File: src/rtl/i2c_seq_master.sv
module i2c_seq_master #(
  parameter int CLK_HZ = 100_000_000,
  parameter int STEP   = 4,
  localparam int AW    = STEP + 3
) (
  input  logic          clk,
  input  logic          rst_n,
  input  logic [AW-1:0] reg_addr,
  input  logic          reg_wr,
  input  logic [7:0]    reg_wdata,
  output logic [7:0]    reg_rdata,
  output logic          irq,
  output logic [3:0]    chan_sel,
  input  logic          scl_in,
  input  logic          sda_in,
  output logic          scl_pull,
  output logic          sda_pull
);
  localparam int Q100 = CLK_HZ / 400_000;
  localparam int Q50  = CLK_HZ / 200_000;
  localparam int Q25  = CLK_HZ / 100_000;
  localparam int QW   = $clog2(Q25 + 1);

  typedef enum logic [3:0] {
    S_IDLE, S_START, S_ADDR1, S_SUB, S_RSTART, S_ADDR2, S_WAIT, S_DATA, S_STOP
  } st_t;

  st_t         st;
  logic [7:0]  mode_r, addr_r, sub_r, data_r, sh;
  logic        aak_r, dir_r, ack_r, smp;
  logic [3:0]  isr_r, ier_r, ev;
  logic [QW-1:0] qcnt, qlen;
  logic [1:0]  q;
  logic [3:0]  bitn;

  wire hit     = (reg_addr & AW'((1 << STEP) - 1)) == '0;
  wire [2:0] idx = reg_addr[AW-1:STEP];
  wire wr_ok   = reg_wr && hit;
  wire wr_mode = wr_ok && idx == 3'd0;
  wire wr_ctrl = wr_ok && idx == 3'd1;
  wire wr_isr  = wr_ok && idx == 3'd3;
  wire wr_ier  = wr_ok && idx == 3'd4;
  wire wr_addr = wr_ok && idx == 3'd5;
  wire wr_sub  = wr_ok && idx == 3'd6;
  wire wr_data = wr_ok && idx == 3'd7;

  wire [1:0] kind   = mode_r[3:2];
  wire busy         = st != S_IDLE;
  wire running      = busy && st != S_WAIT;
  wire tick         = running && qcnt == '0;
  wire last_q       = tick && q == 2'd3;
  wire byte_st      = st == S_ADDR1 || st == S_SUB || st == S_ADDR2 || st == S_DATA;
  wire cond_st      = st == S_START || st == S_RSTART || st == S_STOP;
  wire rx_byte      = st == S_DATA && dir_r;
  wire byte_end     = last_q && byte_st && bitn == 4'd8;
  wire ack_in       = !smp;
  wire [3:0] clr    = wr_isr ? reg_wdata[3:0] : 4'h0;

  assign irq      = |(isr_r & ier_r);
  assign chan_sel = mode_r[7:4];

  always_comb begin
    case (mode_r[1:0])
      2'd0:    qlen = QW'(Q100);
      2'd1:    qlen = QW'(Q50);
      default: qlen = QW'(Q25);
    endcase
  end

  always_comb begin
    case (idx)
      3'd0: reg_rdata = mode_r;
      3'd1: reg_rdata = {7'b0, aak_r};
      3'd2: reg_rdata = {3'b0, scl_in, sda_in, dir_r, ack_r, busy};
      3'd3: reg_rdata = {4'b0, isr_r};
      3'd4: reg_rdata = {4'b0, ier_r};
      3'd5: reg_rdata = addr_r;
      3'd6: reg_rdata = sub_r;
      default: reg_rdata = data_r;
    endcase
    if (!hit) reg_rdata = 8'h00;
  end

  always_comb begin
    ev = 4'h0;
    if (last_q && (st == S_START || st == S_RSTART)) ev[3] = 1'b1;
    if (last_q && st == S_STOP) ev[2] = 1'b1;
    if (byte_end) begin
      if (st == S_DATA) ev[0] = 1'b1;
      else if (st == S_ADDR2 || !ack_in || kind == 2'd1 || (st == S_SUB && kind == 2'd2))
        ev[1] = 1'b1;
    end
  end

  always_comb begin
    scl_pull = 1'b0;
    sda_pull = 1'b0;
    case (st)
      S_START, S_RSTART: begin
        scl_pull = (q == 2'd0) ? (st == S_RSTART) : (q == 2'd3);
        sda_pull = q[1];
      end
      S_STOP: begin
        scl_pull = q == 2'd0;
        sda_pull = q != 2'd3;
      end
      S_WAIT: scl_pull = 1'b1;
      S_ADDR1, S_SUB, S_ADDR2, S_DATA: begin
        scl_pull = q == 2'd0 || q == 2'd3;
        sda_pull = (bitn < 4'd8) ? (!rx_byte && !sh[7]) : (rx_byte && aak_r);
      end
      default: ;
    endcase
  end

  always_ff @(posedge clk or negedge rst_n) begin
    if (!rst_n) begin
      st <= S_IDLE;
      mode_r <= '0; addr_r <= '0; sub_r <= '0; data_r <= '0; sh <= '0;
      aak_r <= 1'b0; dir_r <= 1'b0; ack_r <= 1'b0; smp <= 1'b0;
      isr_r <= '0; ier_r <= '0; qcnt <= '0; q <= '0; bitn <= '0;
    end else begin
      if (wr_mode) mode_r <= reg_wdata;
      if (wr_ctrl) aak_r  <= reg_wdata[0];
      if (wr_ier)  ier_r  <= reg_wdata[3:0];
      if (wr_addr) addr_r <= reg_wdata;
      if (wr_sub)  sub_r  <= reg_wdata;
      if (wr_data) data_r <= reg_wdata;
      isr_r <= (isr_r & ~clr) | ev;

      if (!running) begin
        qcnt <= qlen - 1'b1;
        q    <= '0;
        bitn <= '0;
      end else if (tick) begin
        qcnt <= qlen - 1'b1;
        q    <= q + 2'd1;
        if (q == 2'd1) smp <= sda_in;
        if (q == 2'd3 && byte_st) begin
          if (bitn == 4'd8) bitn <= '0;
          else begin
            bitn <= bitn + 4'd1;
            sh   <= {sh[6:0], smp};
          end
        end
      end else begin
        qcnt <= qcnt - 1'b1;
      end

      case (st)
        S_IDLE:
          if (wr_ctrl && reg_wdata[1] && kind != 2'd0) begin
            st    <= S_START;
            dir_r <= addr_r[0];
          end
        S_START:
          if (last_q) begin
            st <= S_ADDR1;
            sh <= (kind == 2'd3) ? {addr_r[7:1], 1'b0} : addr_r;
          end
        S_ADDR1, S_SUB, S_ADDR2:
          if (byte_end) begin
            ack_r <= ack_in;
            if (ev[1]) st <= S_WAIT;
            else if (st == S_ADDR1) begin
              st <= S_SUB;
              sh <= sub_r;
            end else st <= S_RSTART;
          end
        S_RSTART:
          if (last_q) begin
            st <= S_ADDR2;
            sh <= addr_r;
          end
        S_WAIT:
          if (wr_ctrl && reg_wdata[2]) st <= S_STOP;
          else if (wr_data && !dir_r) begin
            st <= S_DATA;
            sh <= reg_wdata;
          end else if (wr_isr && |reg_wdata[1:0] && dir_r && ack_r) begin
            st <= S_DATA;
            sh <= 8'hFF;
          end
        S_DATA:
          if (byte_end) begin
            if (dir_r) begin
              data_r <= sh;
              st     <= aak_r ? S_WAIT : S_STOP;
            end else begin
              ack_r <= ack_in;
              st    <= S_WAIT;
            end
          end
        S_STOP:
          if (last_q) st <= S_IDLE;
        default: st <= S_IDLE;
      endcase
    end
  end

  AST_SDA_HOLD_SCL_HIGH: assert property (@(posedge clk) disable iff (!rst_n)
    (!scl_pull && !$past(scl_pull) && !cond_st && !$past(cond_st)) |-> $stable(sda_pull));
  AST_BUSY_ENDS_AT_STOP: assert property (@(posedge clk) disable iff (!rst_n)
    $fell(busy) |-> ($past(st) == S_STOP && isr_r[2]));
  AST_RAW_MODE_IDLE: assert property (@(posedge clk) disable iff (!rst_n)
    (st == S_IDLE && kind == 2'd0) |=> st == S_IDLE);
  AST_NAK_SKIPS_SUB: assert property (@(posedge clk) disable iff (!rst_n)
    (st == S_SUB && $past(st) == S_ADDR1) |-> ack_r);
  AST_RX_NAK_STOPS: assert property (@(posedge clk) disable iff (!rst_n)
    ($past(st) == S_DATA && st == S_STOP) |-> ($past(dir_r) && !$past(aak_r)));
endmodule

File: config.mk
export PLATFORM = sky130hd
export DESIGN_NAME = i2c_seq_master
export DESIGN_NICKNAME = d
export VERILOG_FILES = /design/src/rtl/i2c_seq_master.sv
export SDC_FILE = /design/constraint.sdc
export NUM_CORES = 1
export LEC_CHECK = 0
export ABC_AREA = 0
export ABC_CLOCK_PERIOD_IN_PS = 3100
export CAP_MARGIN = 20
export CORE_MARGIN = 10
export CORE_UTILIZATION = 60
export DETAILED_ROUTE_END_ITERATION = 10
export GPL_TIMING_DRIVEN = 0
export PLACE_DENSITY = 0.89
export SLEW_MARGIN = 10
export SYNTH_ARGS = -nofsm -noshare
export SYNTH_HDL_FRONTEND = slang
export SYNTH_SLANG_ARGS = --single-unit
File: constraint.sdc
create_clock -name clk -period 3.1 [get_ports clk]
set_input_delay 0.775 -clock clk [delete_from_list [all_inputs] [get_ports clk]]
set_output_delay 0.775 -clock clk [all_outputs]
set_load 0.01 [all_outputs]
==> impl_metrics.ini, run 1 <==
[status]
run_status = finished clean

[global_routing]
grt_pass1_wl_mm = 23.67
via_count_of_the_first_global_routing_pass = 4664
antenna_violations_before_repair = 0
largest_net_degree_at_the_start_of_global_routing = 39
grt.total_usage = 0.2463
grt_overflow_total = 0

[yosys]
seq_area_frac_synth = 0.3698
syn_avg_cell_area_sq_um = 8.826
synth_seq_cells = 72
synth_nets = 580
synthesis.area_sq_um = 4872
synth_top_flop_cell = sky130_fd_sc_hd__dfrtp_1
netlist-cell-type-count = 79
netlist.top_cell.by_area = sky130_fd_sc_hd__dfrtp_1
syn-instance-count = 552
yosysTopAreaCellShare = 0.3698
synth_edf_count = 0
ys.warnings.count = 0
synth_area_leaders = sky130_fd_sc_hd__dfrtp_1, sky130_fd_sc_hd__mux2_2, sky130_fd_sc_hd__o21ai_0
synth_async_sr_flop_share = 1.000

[finish]
drive_above_1_share = 0.2089
mostFrequentLayoutCell = sky130_fd_sc_hd__dfrtp_1
multi_input_area_sq_um = 2859
flow.area_growth_from_synthesis_pct = 15.67
sequential_cell_area_sq_um = 1805
most-common-layout-cells = sky130_fd_sc_hd__dfrtp_1, sky130_fd_sc_hd__nand2_1, sky130_fd_sc_hd__nor2_1, sky130_fd_sc_hd__o21ai_0, sky130_fd_sc_hd__a21oi_1
diodes = 0
final_nets = 632
fillers = 574

[detailed_routing]
viasPerCell = 6.718
route.final.wire_length_mm = 14.91
dr.first_iter.drc_count = 396
post_drt_wl_per_cell_um = 21.00
detail_route.first_pass.iterations = 6
postRouteAntennaNets = 0
dr_total_vias = 4770
remaining_drc_errors = 0

[timing]
timing.final.max_slew_violations = 0
tightest_slew_ps = 806.3
min_period_ps = 3081
clock.fmax_mhz = 324.6
slew_headroom = 0.4568
layout_worst_path_cycle_share = 0.9938
setup_viol = 0
clock_skew_ps = 14.27
worst_slack_ps = 19.15
number_of_hold_violations_in_the_final_report = 0

[place]
detailedPlacementHpwl_mm = 10.58
io_buffer_count = 29
dpl_worst_slack_ps = -955.5
final_weighted_congestion_in_routability_driven_placement = 0.9602

[clock_network]
clock_tree.htree_level_count = 3
clock-root-buffer = sky130_fd_sc_hd__clkbuf_8
clock_sinks = 72
path_clk_slew_ps = 80
insertion_delay_ps = 350
hold_buffers = 0
cts_buffers = 9
tritoncts_clock_tree = yes
maximum_buffer_depth_of_the_clock_tree = 2

[critical_path]
endpoint_kind = output pin
cp.arrival_ps = 2310
crit-reg2reg-capture = sh[2]
critical_path_peak_fanout = 3
critPathKind = input port to output pin
timing.critical_path.required_ps = 2320
critical_path.reg2reg.startpoint = qcnt[0]
timing.critical_path.from_type = input port
critical_path.max_stage_delay_ps = 440
critical_path.cell_chain = clkdlybuf4s50_1, nor4_4, buf_4, buf_4, buf_4, o21ai_1, a21oi_1, buf_2
cpMaxStageDelayCell = sky130_fd_sc_hd__clkdlybuf4s50_1
cp_common_cell = sky130_fd_sc_hd__buf_4
cp-endpoint = reg_rdata[1]
worstRegToRegCells = 10
r2r_setup_slack_ps = 440
worst_setup_path_startpoint = reg_addr[0]

[pwr]
vdd_drop_max_v = 0.0003652
powerDensity_nw_per_um2 = 622.5
internal_power_uw = 2067
power_switching_share = 0.4106
power.combinational.fraction = 0.436
switching_power_uw = 1441
total_leakage_power_uw = 0.002470
p_clk_frac = 0.219
design_power_total_uw = 3508
seq_power_share = 0.345

[worst_hold_path]
hold_class = input port to asynchronous set/reset pin

[floorplanning]
ioPinCount = 35
die_w_um = 110.1
core.rowCount = 32
core-area_sq_um = 7807
die-area_sq_um = 12120
die_y_um = 110.1
initial_util = 0.6240

[job]
max-cap-violations = 0
## layout make-up
type                       instances  share of cell area
timing repair buffer              41             0.06239
clock buffer                      10             0.02442
multi-input combinational        424              0.5073
tap                              102             0.02265
clock inverter                     5             0.01021
buffer                            38             0.04063
sequential                        72              0.3204
inverter                          18             0.01199
## per-stage QoR
stage	hold WS [ps]	instances	area, sq um	util	setup TNS, ps
3_5_place_dp	446.2	684	5308	0.6798	-7571
4_1_cts	394.5	707	5613	0.7189	-39.71
3_3_place_gp	437.4	683	5290	0.6776	-94620
2_1_floorplan	421.5	552	4872	-	0
6_report	380.9	710	5635	0.7218	0
5_1_grt	411.1	710	5635	0.7218	-16.46
## worst max-delay path: cells and delay by family
family                 cells  cell delay (ps)
AO/OA/AOI/OAI              2              250
buffers and inverters      5              990
AND/OR/NAND/NOR            1              280
## power by group through the flow
stage | clock network (uW) | registers, uW | logic (uW)
after global routing | 801 | 1230 | 1640
final | 768 | 1210 | 1530
after CTS | 761 | 1210 | 1470
after detailed placement | 0 | 1220 | 1440
after floorplan | 0 | 1180 | 1080
after global placement | 0 | 1220 | 1380
## logic make-up after synthesis
group           count (synthesis)  share of synthesized area
fa+ha+maj                       8                    0.02055
flops                          72                     0.3698
mux                            34                    0.07884
compound gates                170                     0.2352
simple gates                  202                     0.2229
xor+xnor                       10                    0.01798
buf+inv                        56                    0.05470
## synth_stat cells, types with 6 or more instances
| cell type | instances |
|---|---|
| sky130_fd_sc_hd__a211oi_1 | 8 |
| sky130_fd_sc_hd__a31oi_1 | 8 |
| sky130_fd_sc_hd__nor2b_1 | 13 |
| sky130_fd_sc_hd__a21oi_1 | 43 |
| sky130_fd_sc_hd__mux2i_1 | 10 |
| sky130_fd_sc_hd__ha_1 | 8 |
| sky130_fd_sc_hd__nand3_1 | 13 |
| sky130_fd_sc_hd__o22ai_1 | 6 |
| sky130_fd_sc_hd__nand4_1 | 8 |
| sky130_fd_sc_hd__buf_4 | 7 |
| sky130_fd_sc_hd__clkbuf_1 | 20 |
| sky130_fd_sc_hd__nor2_1 | 51 |
| sky130_fd_sc_hd__inv_1 | 17 |
| sky130_fd_sc_hd__nor3_1 | 7 |
| sky130_fd_sc_hd__o31ai_1 | 10 |
| sky130_fd_sc_hd__or2_2 | 6 |
| sky130_fd_sc_hd__nand2_1 | 58 |
| sky130_fd_sc_hd__dfrtp_1 | 72 |
| sky130_fd_sc_hd__o21ai_0 | 49 |
| sky130_fd_sc_hd__mux2_2 | 22 |
## per-layer routing
metal  global-route usage  wire [um]  share of wire  vias to the layer above
li1                     -          -              -                     2114
met1               0.3088       5704           0.38                     2277
met2               0.3899       7060           0.47                      314
met3              0.05223       1547           0.10                       65
met4               0.1339        598          0.040                        0
met5                    0          0              0                        -
## sequential cells by signal, summed over array words and instances (netlist names), 8 cells and up
signal / count
qcnt: 10
addr_r: 8
data_r: 8
mode_r: 8
sh: 8
sub_r: 8
## worst min path at each step
stage / start / endpoint / slack, ps / cells past startpoint
5_1_grt: rst_n / ack_r / 410 / 1
3_3_place_gp: qcnt[0] / qcnt[0] / 440 / 1
2_1_floorplan: qcnt[0] / qcnt[0] / 420 / 1
4_1_cts: rst_n / ack_r / 390 / 1
6_report: rst_n / smp / 380 / 1
3_5_place_dp: qcnt[0] / qcnt[0] / 450 / 1
## repair_timing
item,CTS,global route
pin swaps,4,4
buffers inserted,8,3
endpoints found under the setup margin,10,9
gates resized for setup,41,25
(Power assumes the default switching activity.)
==> run 2, diff against run 1 <==
CAP_MARGIN = default   (was 20)
CTS_CLUSTER_SIZE = 40   (was default)
==> results of run 2 <==
The final DEF is identical to that of run 1; final timing and power are the same.
